`config.mk`:
```
export PLATFORM = sky130hd
export DESIGN_NAME = blk_admit
export DESIGN_NICKNAME = d
export VERILOG_FILES = /design/src/rtl/blk_admit_pkg.sv /design/src/rtl/blk_slot_pick.sv /design/src/rtl/blk_range_fit.sv /design/src/rtl/blk_admit.sv
export SDC_FILE = /design/constraint.sdc
export NUM_CORES = 2
export LEC_CHECK = 0
export ABC_CLOCK_PERIOD_IN_PS = 42700
export BUFFER_PORTS_ARGS = -buffer_cell sky130_fd_sc_hd__buf_2
export CORE_MARGIN = 5
export CORE_UTILIZATION = 43
export DETAILED_ROUTE_END_ITERATION = 8
export HOLD_SLACK_MARGIN = 0.03
export PLACE_DENSITY = 0.59
export REMOVE_ABC_BUFFERS = 1
export SLEW_MARGIN = 15
export SYNTH_ARGS = -nofsm -noshare
export SYNTH_HDL_FRONTEND = slang
export SYNTH_HIERARCHICAL = 1
export SYNTH_SLANG_ARGS = --single-unit
```
`constraint.sdc`:
```
create_clock -name clk -period 42.7 [get_ports clk]
set_input_delay 2.135 -clock clk [delete_from_list [all_inputs] [get_ports clk]]
set_output_delay 2.135 -clock clk [all_outputs]
set_load 0.01 [all_outputs]
```
`src/rtl/blk_admit_pkg.sv`:
```
package blk_admit_pkg;

  typedef enum logic [1:0] {
    RESP_ACCEPT  = 2'd0,
    RESP_FULL    = 2'd1,
    RESP_INVALID = 2'd2
  } resp_code_e;

  // registers a block asks for
  function automatic int unsigned reg_demand(int unsigned thr, int unsigned rpt);
    return thr * rpt;
  endfunction

  // shape rule: at least one thread, at most tmax, and a nonzero per-thread need
  function automatic logic shape_ok(int unsigned thr, int unsigned rpt, int unsigned tmax);
    return (thr >= 1) && (thr <= tmax) && (rpt >= 1);
  endfunction

endpackage

```
`src/rtl/blk_slot_pick.sv`:
```
module blk_slot_pick #(
  parameter int N  = 8,
  parameter int SW = 3
) (
  input  logic [N-1:0]  busy,
  output logic          any_free,
  output logic [SW-1:0] idx
);
  always_comb begin
    any_free = 1'b0;
    idx      = '0;
    for (int i = N - 1; i >= 0; i--) begin
      if (!busy[i]) begin
        any_free = 1'b1;
        idx      = SW'(i);
      end
    end
  end
endmodule

```
`src/rtl/blk_range_fit.sv`:
```
module blk_range_fit #(
  parameter int N    = 8,
  parameter int AW   = 14,
  parameter int POOL = 8192,
  localparam int EW  = AW + 1
) (
  input  logic [N-1:0]         busy,
  input  logic [N-1:0][AW-1:0] base,
  input  logic [N-1:0][AW-1:0] size,
  input  logic [EW-1:0]        need,
  output logic                 fit,
  output logic [AW-1:0]        fit_base
);
  // candidate starts: address 0 and the end of every resident range
  logic [N:0][EW-1:0] cand;
  logic [N:0]         cand_ok;

  for (genvar k = 0; k <= N; k++) begin : g_cand
    logic live;
    logic clear;
    if (k == 0) begin : g_origin
      assign cand[k] = '0;
      assign live    = 1'b1;
    end else begin : g_after
      assign cand[k] = EW'(base[k-1]) + EW'(size[k-1]);
      assign live    = busy[k-1];
    end
    always_comb begin
      clear = live && ((cand[k] + need) <= EW'(POOL));
      for (int j = 0; j < N; j++) begin
        if (busy[j] &&
            !(((cand[k] + need) <= EW'(base[j])) ||
              (cand[k] >= (EW'(base[j]) + EW'(size[j])))))
          clear = 1'b0;
      end
    end
    assign cand_ok[k] = clear;
  end

  logic [EW-1:0] best;
  always_comb begin
    fit  = 1'b0;
    best = '0;
    for (int k = 0; k <= N; k++) begin
      if (cand_ok[k] && (!fit || cand[k] < best)) begin
        fit  = 1'b1;
        best = cand[k];
      end
    end
    fit_base = AW'(best);
  end
endmodule

```
`src/rtl/blk_admit.sv`:
```
module blk_admit
  import blk_admit_pkg::*;
#(
  parameter int MAX_BLOCKS  = 8,
  parameter int MAX_THREADS = 768,
  parameter int REG_POOL    = 8192,
  parameter int BLK_THR_MAX = 512,
  parameter int RPT_W       = 8,
  localparam int SW   = (MAX_BLOCKS > 1) ? $clog2(MAX_BLOCKS) : 1,
  localparam int BW   = $clog2(MAX_BLOCKS + 1),
  localparam int TRW  = $clog2(BLK_THR_MAX) + 2,
  localparam int TW   = $clog2(MAX_THREADS + 1),
  localparam int AW   = $clog2(REG_POOL + 1),
  localparam int EW   = AW + 1
) (
  input  logic           clk,
  input  logic           rst_n,
  input  logic           req_valid,
  output logic           req_ready,
  input  logic [TRW-1:0] req_threads,
  input  logic [RPT_W-1:0] req_rpt,
  input  logic           rel_valid,
  input  logic [SW-1:0]  rel_slot,
  output logic           resp_valid,
  output logic [1:0]     resp_code,
  output logic [SW-1:0]  resp_slot,
  output logic [AW-1:0]  resp_base,
  output logic [BW-1:0]  resident_blocks,
  output logic [TW-1:0]  resident_threads,
  output logic [AW-1:0]  free_regs
);
  // per-slot bookkeeping of resident blocks
  logic [MAX_BLOCKS-1:0]         occ;
  logic [MAX_BLOCKS-1:0][TW-1:0] thr_of;
  logic [MAX_BLOCKS-1:0][AW-1:0] base_of;
  logic [MAX_BLOCKS-1:0][AW-1:0] size_of;
  logic [AW-1:0]                 used_regs;

  // named internal events
  logic          req_fire, shape_good, thr_room, slot_free, reg_fit;
  logic          grant, reject_full, reject_invalid, rel_fire;
  logic [SW-1:0] pick_slot;
  logic [AW-1:0] pick_base;
  logic [EW-1:0] need_w;
  int unsigned   need32;

  assign req_fire   = req_valid && req_ready;
  assign shape_good = shape_ok(32'(req_threads), 32'(req_rpt), BLK_THR_MAX);
  assign need32     = reg_demand(32'(req_threads), 32'(req_rpt));
  assign need_w     = (need32 > REG_POOL) ? EW'(REG_POOL + 1) : EW'(need32);
  assign thr_room   = (32'(resident_threads) + 32'(req_threads)) <= MAX_THREADS;

  blk_slot_pick #(.N(MAX_BLOCKS), .SW(SW)) u_slot (
    .busy     (occ),
    .any_free (slot_free),
    .idx      (pick_slot)
  );

  blk_range_fit #(.N(MAX_BLOCKS), .AW(AW), .POOL(REG_POOL)) u_fit (
    .busy     (occ),
    .base     (base_of),
    .size     (size_of),
    .need     (need_w),
    .fit      (reg_fit),
    .fit_base (pick_base)
  );

  assign reject_invalid = req_fire && !shape_good;
  assign grant          = req_fire && shape_good && slot_free && thr_room && reg_fit;
  assign reject_full    = req_fire && shape_good && !grant;
  assign rel_fire       = rel_valid && occ[rel_slot];

  always_ff @(posedge clk) begin
    if (!rst_n) begin
      req_ready        <= 1'b0;
      resp_valid       <= 1'b0;
      resp_code        <= RESP_ACCEPT;
      resp_slot        <= '0;
      resp_base        <= '0;
      occ              <= '0;
      thr_of           <= '0;
      base_of          <= '0;
      size_of          <= '0;
      resident_blocks  <= '0;
      resident_threads <= '0;
      used_regs        <= '0;
    end else begin
      req_ready  <= 1'b1;
      resp_valid <= req_fire;
      resp_slot  <= grant ? pick_slot : '0;
      resp_base  <= grant ? pick_base : '0;
      if (reject_invalid)   resp_code <= RESP_INVALID;
      else if (reject_full) resp_code <= RESP_FULL;
      else                  resp_code <= RESP_ACCEPT;

      for (int i = 0; i < MAX_BLOCKS; i++) begin
        if (rel_fire && (rel_slot == SW'(i))) occ[i] <= 1'b0;
        if (grant && (pick_slot == SW'(i))) begin
          occ[i]     <= 1'b1;
          thr_of[i]  <= TW'(req_threads);
          base_of[i] <= pick_base;
          size_of[i] <= AW'(need_w);
        end
      end

      resident_blocks  <= resident_blocks + BW'(grant) - BW'(rel_fire);
      resident_threads <= resident_threads + (grant ? TW'(req_threads) : '0)
                          - (rel_fire ? thr_of[rel_slot] : '0);
      used_regs        <= used_regs + (grant ? AW'(need_w) : '0)
                          - (rel_fire ? size_of[rel_slot] : '0);
    end
  end

  assign free_regs = AW'(REG_POOL) - used_regs;
endmodule

```
== Yosys cells after proc, flatten, opt, wreduce, memory -nomap -nowiden ==
Cells that the tools add are included.
Storage, ports and cells
  bits in registers: 361
  input bits: 26
  output and inout port bits: 49
  logic and storage cells: 671
Cells by class
  add/subtract/negate cells: 24
  multiply operators: 1
  order comparisons: 167
  equal/unequal tests: 14
  muxes and demuxes: 135
  bitwise gates (word level): 1
  reductions and logical operators: 288
Operators with widths (count)
  $le 15x14->1: 72
  $ge 15x15->1: 64
  $le 15x14->1 const B: 9
  $add 14x14->15: 8
  $add 15x15->15: 8
  $ge 1x15->1 const A: 8
  $mux 15: 8
  $logic_and 1x1->1: 114
  $mux 1: 108
  $lt 15x15->1: 7
  $logic_not 1->1: 82
  $logic_or 1x1->1: 80
  $mux 14: 4
  $bmux 14 s3: 1
  $bmux 10 s3: 1
  $mux 10: 3
  $eq 3x3->1 const B: 8
  $mux 3: 8
  $gt 19x14->1 const B: 1
  $mul 11x8->19: 1
  $reduce_bool 2->1: 8
  $lt 15x1->1 const B: 1
  $add 14x14->14: 1
  $sub 14x14->14: 1
  other kinds (19): 24

== Depth between registers and ports, before layout ==
  depth in word-level cells: 53
  gate-level depth with buffers: 142
  mapped depth without buffers: 129

== Cells and area by module ==
Netlist, hierarchy kept.
Modules (own cells, without submodules)
  blk_range_fit: instances 1, cells each 5727, area an instance 45283.4 sq um
  blk_admit: instances 1, cells each 2264, area an instance 19972.9 sq um
  blk_slot_pick: instances 1, cells each 16, area an instance 78.8 sq um

== Least setup slack after synthesis ==
OpenSTA, ideal clock, no wires.
  kind: input -> register
  from: input port req_threads[1]
  to: register base_of[102] (netlist bit)
  arrival time: 28322 ps
  data required time: 42624 ps
  setup slack: 14302 ps
  cell stages on the path: 134
  path buffers: 13
  cells stage by stage: clkbuf_1 > clkbuf_1 > and2_1 > fa_1 > fa_1 > fa_1 > inv_1 > fa_1 > inv_1 > ha_1 > o211ai_1 > a211oi_1 > o21ai_1 > o31ai_1 > xor2_1 > or2_2 > a211oi_4 > buf_6 > [98 not listed] > buf_2 > o211a_1 > o21bai_1 > ha_1 > a21o_1 > a21o_1 > a21oi_1 > and2_1 > a21boi_0 > a2111oi_0 > nand2_1 > nand2_1 > clkbuf_1 > o221ai_1 > o22ai_1 > clkbuf_1 > nand2_1 > a21boi_0
RTL lines
  from (decl): line blk_admit.sv:20  | input logic [TRW-1:0] req_threads,
  $mul 11x8->19 (*): line blk_admit_pkg.sv:11  | return thr * rpt;
  $gt 19x14->1: line blk_admit.sv:50  | assign need_w = (need32 > REG_POOL) ? EW'(REG_POOL + 1) : EW'(need32);
  $mux 15 (*): line blk_admit.sv:50
  net need_w[1]: line blk_admit.sv:44  | logic [EW-1:0] need_w;
  branches (longest 44 deep; another with $add 15x15->15)
  $mux 14 (*): line blk_range_fit.sv:45  | if (cand_ok[k] && (!fit || cand[k] < best)) begin
  net pick_base[4]: line blk_admit.sv:43  | logic [AW-1:0] pick_base;
  to (signal, indexed assignment): line blk_admit.sv:101  | base_of[i] <= pick_base;
  to (decl): line blk_admit.sv:35  | logic [MAX_BLOCKS-1:0][AW-1:0] base_of;
Mark *: on every way through the listed nets, which the timed path passes.
A chain may end at the register's enable or synchronous reset.

== Worst setup path in the final report ==
  from: input port req_threads[6]
  to: register base_of[49] (netlist bit)
RTL lines (line)
  $mul 11x8->19 (*): blk_admit_pkg.sv:11
  $gt 19x14->1 (*): blk_admit.sv:50
  $mux 15 (*): blk_admit.sv:50
  net need_w[1]: blk_admit.sv:44
  branches (longest 44 deep; another with $add 15x15->15)
  $mux 14 (*): blk_range_fit.sv:45
  net pick_base[7]: blk_admit.sv:43
Marks and branches as above.

==> flow_summary.toml <==
[synth]
netlist_instances = 8007
ys.flop_type = "dfxtp_1"
ys.warnings.count = 6
avgSynthCellArea_um2 = 8.16
ys_seq_area_share_pct = 11.1
yosysMostFrequentCell = "ha_1"
ys_async_sr_fraction_pct = 0
ys_ff_latch = 361
syn_area_um2 = 65300
synth-edff-count = 0
synth_top_area_cell = "ha_1"
synth_top_area_share_pct = 32.9
netlist-cell-type-count = 113
yosys-top-cells-count = "ha_1 (1716), nand2_1 (830), inv_1 (515)"
synth_area_leaders = "ha_1 (33%), dfxtp_1 (11%), nand2_1 (4.8%)"

[placed_design]
gp_congestion = 1.11
numPortBuffers = 74
placed_area_um2 = 70400
dp_cells = 10300
dp_hpwl_mm = 288

[timing]
setup_tns_ps = 0
slew_violations = 0
setup_viol = 0
min_period_ps = 32410
rsz0062_at_grt = "no"
hold_viol_final = 0
clock.fmax_ghz = 0.0309
worst_pin_slew_ps = 1450
relSlewSlack_pct = 2.72
finClkSkew_ps = 36.4
fin_crit_sh_pct = 75.9

[critical_path]
critPathCapture = "base_of[49]$_SDFFE_PN0P_"
timing.rr.end = "base_of[49]$_SDFFE_PN0P_"
cp.required_ps = 43200
r2r_slack_ps = 16060
cp-end-kind = "flip-flop"
crit_type = "primary input to flip-flop"
crit_path_max_fanout = 30
slowest_stage = "o22ai_1"
startpoint_type = "primary input"
rr_worst_depth = 112
critPathLaunch = "req_threads[6]"
crit_top_cell = "a21o_1"
cp_slowest_stage_delay_ps = 1080
worstPathArrival_ps = 32900
r2r_start = "base_of[0]$_SDFFE_PN0P_"

[drt]
drtIter0Drc = 9195
ant_nets = 0
drt-vias-per-instance = 6.90
wl_per_cell_um = 36.2
drcViolationCount = 0
dr.pass1.iters = 6
drt_wl_total_mm = 376
vias = 71800

[clock_network]
clk_path_buf_depth = 3
cts_sinks = 361
cts_max_level = 2
numCtsBuffers = 41
cts_tree = "built"
hold_buffers = 0
ctsResizeCount = 0
clk_pin_slew_worst_paths_ps = 60
insertion_delay_ps = 610
cts-root-buf = "clkbuf_16"
post_cts_buffers = 0

[global_route]
grt_pass1_vias = 65000
grt_max_degree = 117
antenna_found_initial = 66
grt_pass1_wl_mm = 507
grt.total_usage_pct = 45.1
grt-ovfl-total = 0

[floorplan]
io_pins = 75
core-area_um2 = 152000
fp-row-count = 143
dieArea_um2 = 160000
die_w_um = 400
start_util_pct = 43.1
die_h_um = 400

[worst_hold_path]
hp-class = "flip-flop to flip-flop"

[pwr]
power_density_nw_per_um2 = 32.9
ir_worst_vdd_mv = 0.0365
totalPowerFinal_mw = 2.37
power.leakage_nw = 34.0

[cells_and_area]
fin_area_um2 = 72000
fin_util_pct = 47.5
drive_gt1_share_pct = 8.92
nNetsFinal = 10100
area_delta_synth_final_pct = 10.2
final_cells = 10400

[run]
drv_cap = 0

[outcome]
status = "completed"
metal layers:
| metal | global-route usage [%] | vias to the layer above | wire (um) | part of all wire (%) |
|---|---|---|---|---|
| met2 | 63.9 | 5131 | 147000 | 39 |
| met5 | 0 | - | 247 | 0.066 |
| met4 | 39.1 | 36 | 41700 | 11 |
| met1 | 55.0 | 34200 | 140000 | 37 |
| met3 | 13.9 | 1620 | 46700 | 12 |
| li1 | - | 30700 | - | - |
worst min-delay path by stage:
stage                                  from                       to  slack (ps)  depth (start not counted)
CTS                  thr_of[0]$_SDFFE_PN0P_   thr_of[0]$_SDFFE_PN0P_         450                          2
floorplan           thr_of[33]$_SDFFE_PN0P_  thr_of[33]$_SDFFE_PN0P_         430                          2
finish               thr_of[0]$_SDFFE_PN0P_   thr_of[0]$_SDFFE_PN0P_         450                          2
global route        thr_of[10]$_SDFFE_PN0P_  thr_of[10]$_SDFFE_PN0P_         470                          2
detailed placement  thr_of[48]$_SDFFE_PN0P_  thr_of[48]$_SDFFE_PN0P_         440                          2
global placement     thr_of[2]$_SDFFE_PN0P_   thr_of[2]$_SDFFE_PN0P_         440                          2
worst max-delay path, delay by kind of cell:
kind                     cells  cell delay (ps)
AO/OA/AOI/OAI               66            15070
AND/OR/NAND/NOR             30             6150
adder cells (fa/ha/maj)     14             5490
buffers and inverters       11             2590
multiplexers                 3             1020
XOR/XNOR                     2              300
layout make-up:
type                    instances  area (um2)
fillers                     15000       79600
multi-input cells            6916       55500
flip-flops and latches        361        7230
repair buffers                452        3220
well taps                    2030        2540
inverters                     517        1940
clock buffers                  64        1210
clock inverters                12         223
diodes                         41         103
cells in the final DEF (no fill, tap or decap), types with 148 or more instances in the layout:
master    synthesis  final
a21boi_0        207    206
a21o_1          220    220
a21oi_1         493    492
buf_4            20    379
dfxtp_1         361    361
ha_1           1716   1716
inv_1           515    515
nand2_1         830    830
nand3_1         233    233
nand4_1         227    227
nor2_1          329    329
nor2b_1         148    148
o21a_1          210    210
o21ai_0         402    402
stage by stage:
step                      worst slack (ps)  hold WS, ps
after floorplan                      13240          428
after global placement               11110          436
after detailed placement             10690          443
after CTS                            11190          452
after global routing                  8700          471
final                                10290          448
kinds of logic after synthesis:
logic type,Yosys count,synth area share (%)
fa+ha+maj,1810,35.7
mux,133,3.07
xor+xnor,226,3.05
buf+inv,737,4.58
compound gates,2314,23.9
flops,361,11.1
other cells,1,0.00574
simple gates,2425,18.6
state kept, by name, summed over array words and instances (netlist names):
register and count:
base_of 112, size_of 112, thr_of 80, resp_base 14, used_regs 14, resident_threads 10, occ 8, resident_blocks 4
resp_slot 3, resp_code 2, req_ready 1, resp_valid 1
power by group:
part | switching [mW] | internal, mW | total, mW
Combinational | 0.977 | 0.660 | 1.64
Clock | 0.159 | 0.222 | 0.381
Sequential | 0.00685 | 0.344 | 0.351
Total | 1.14 | 1.23 | 2.37
(Power assumes the default switching activity.)
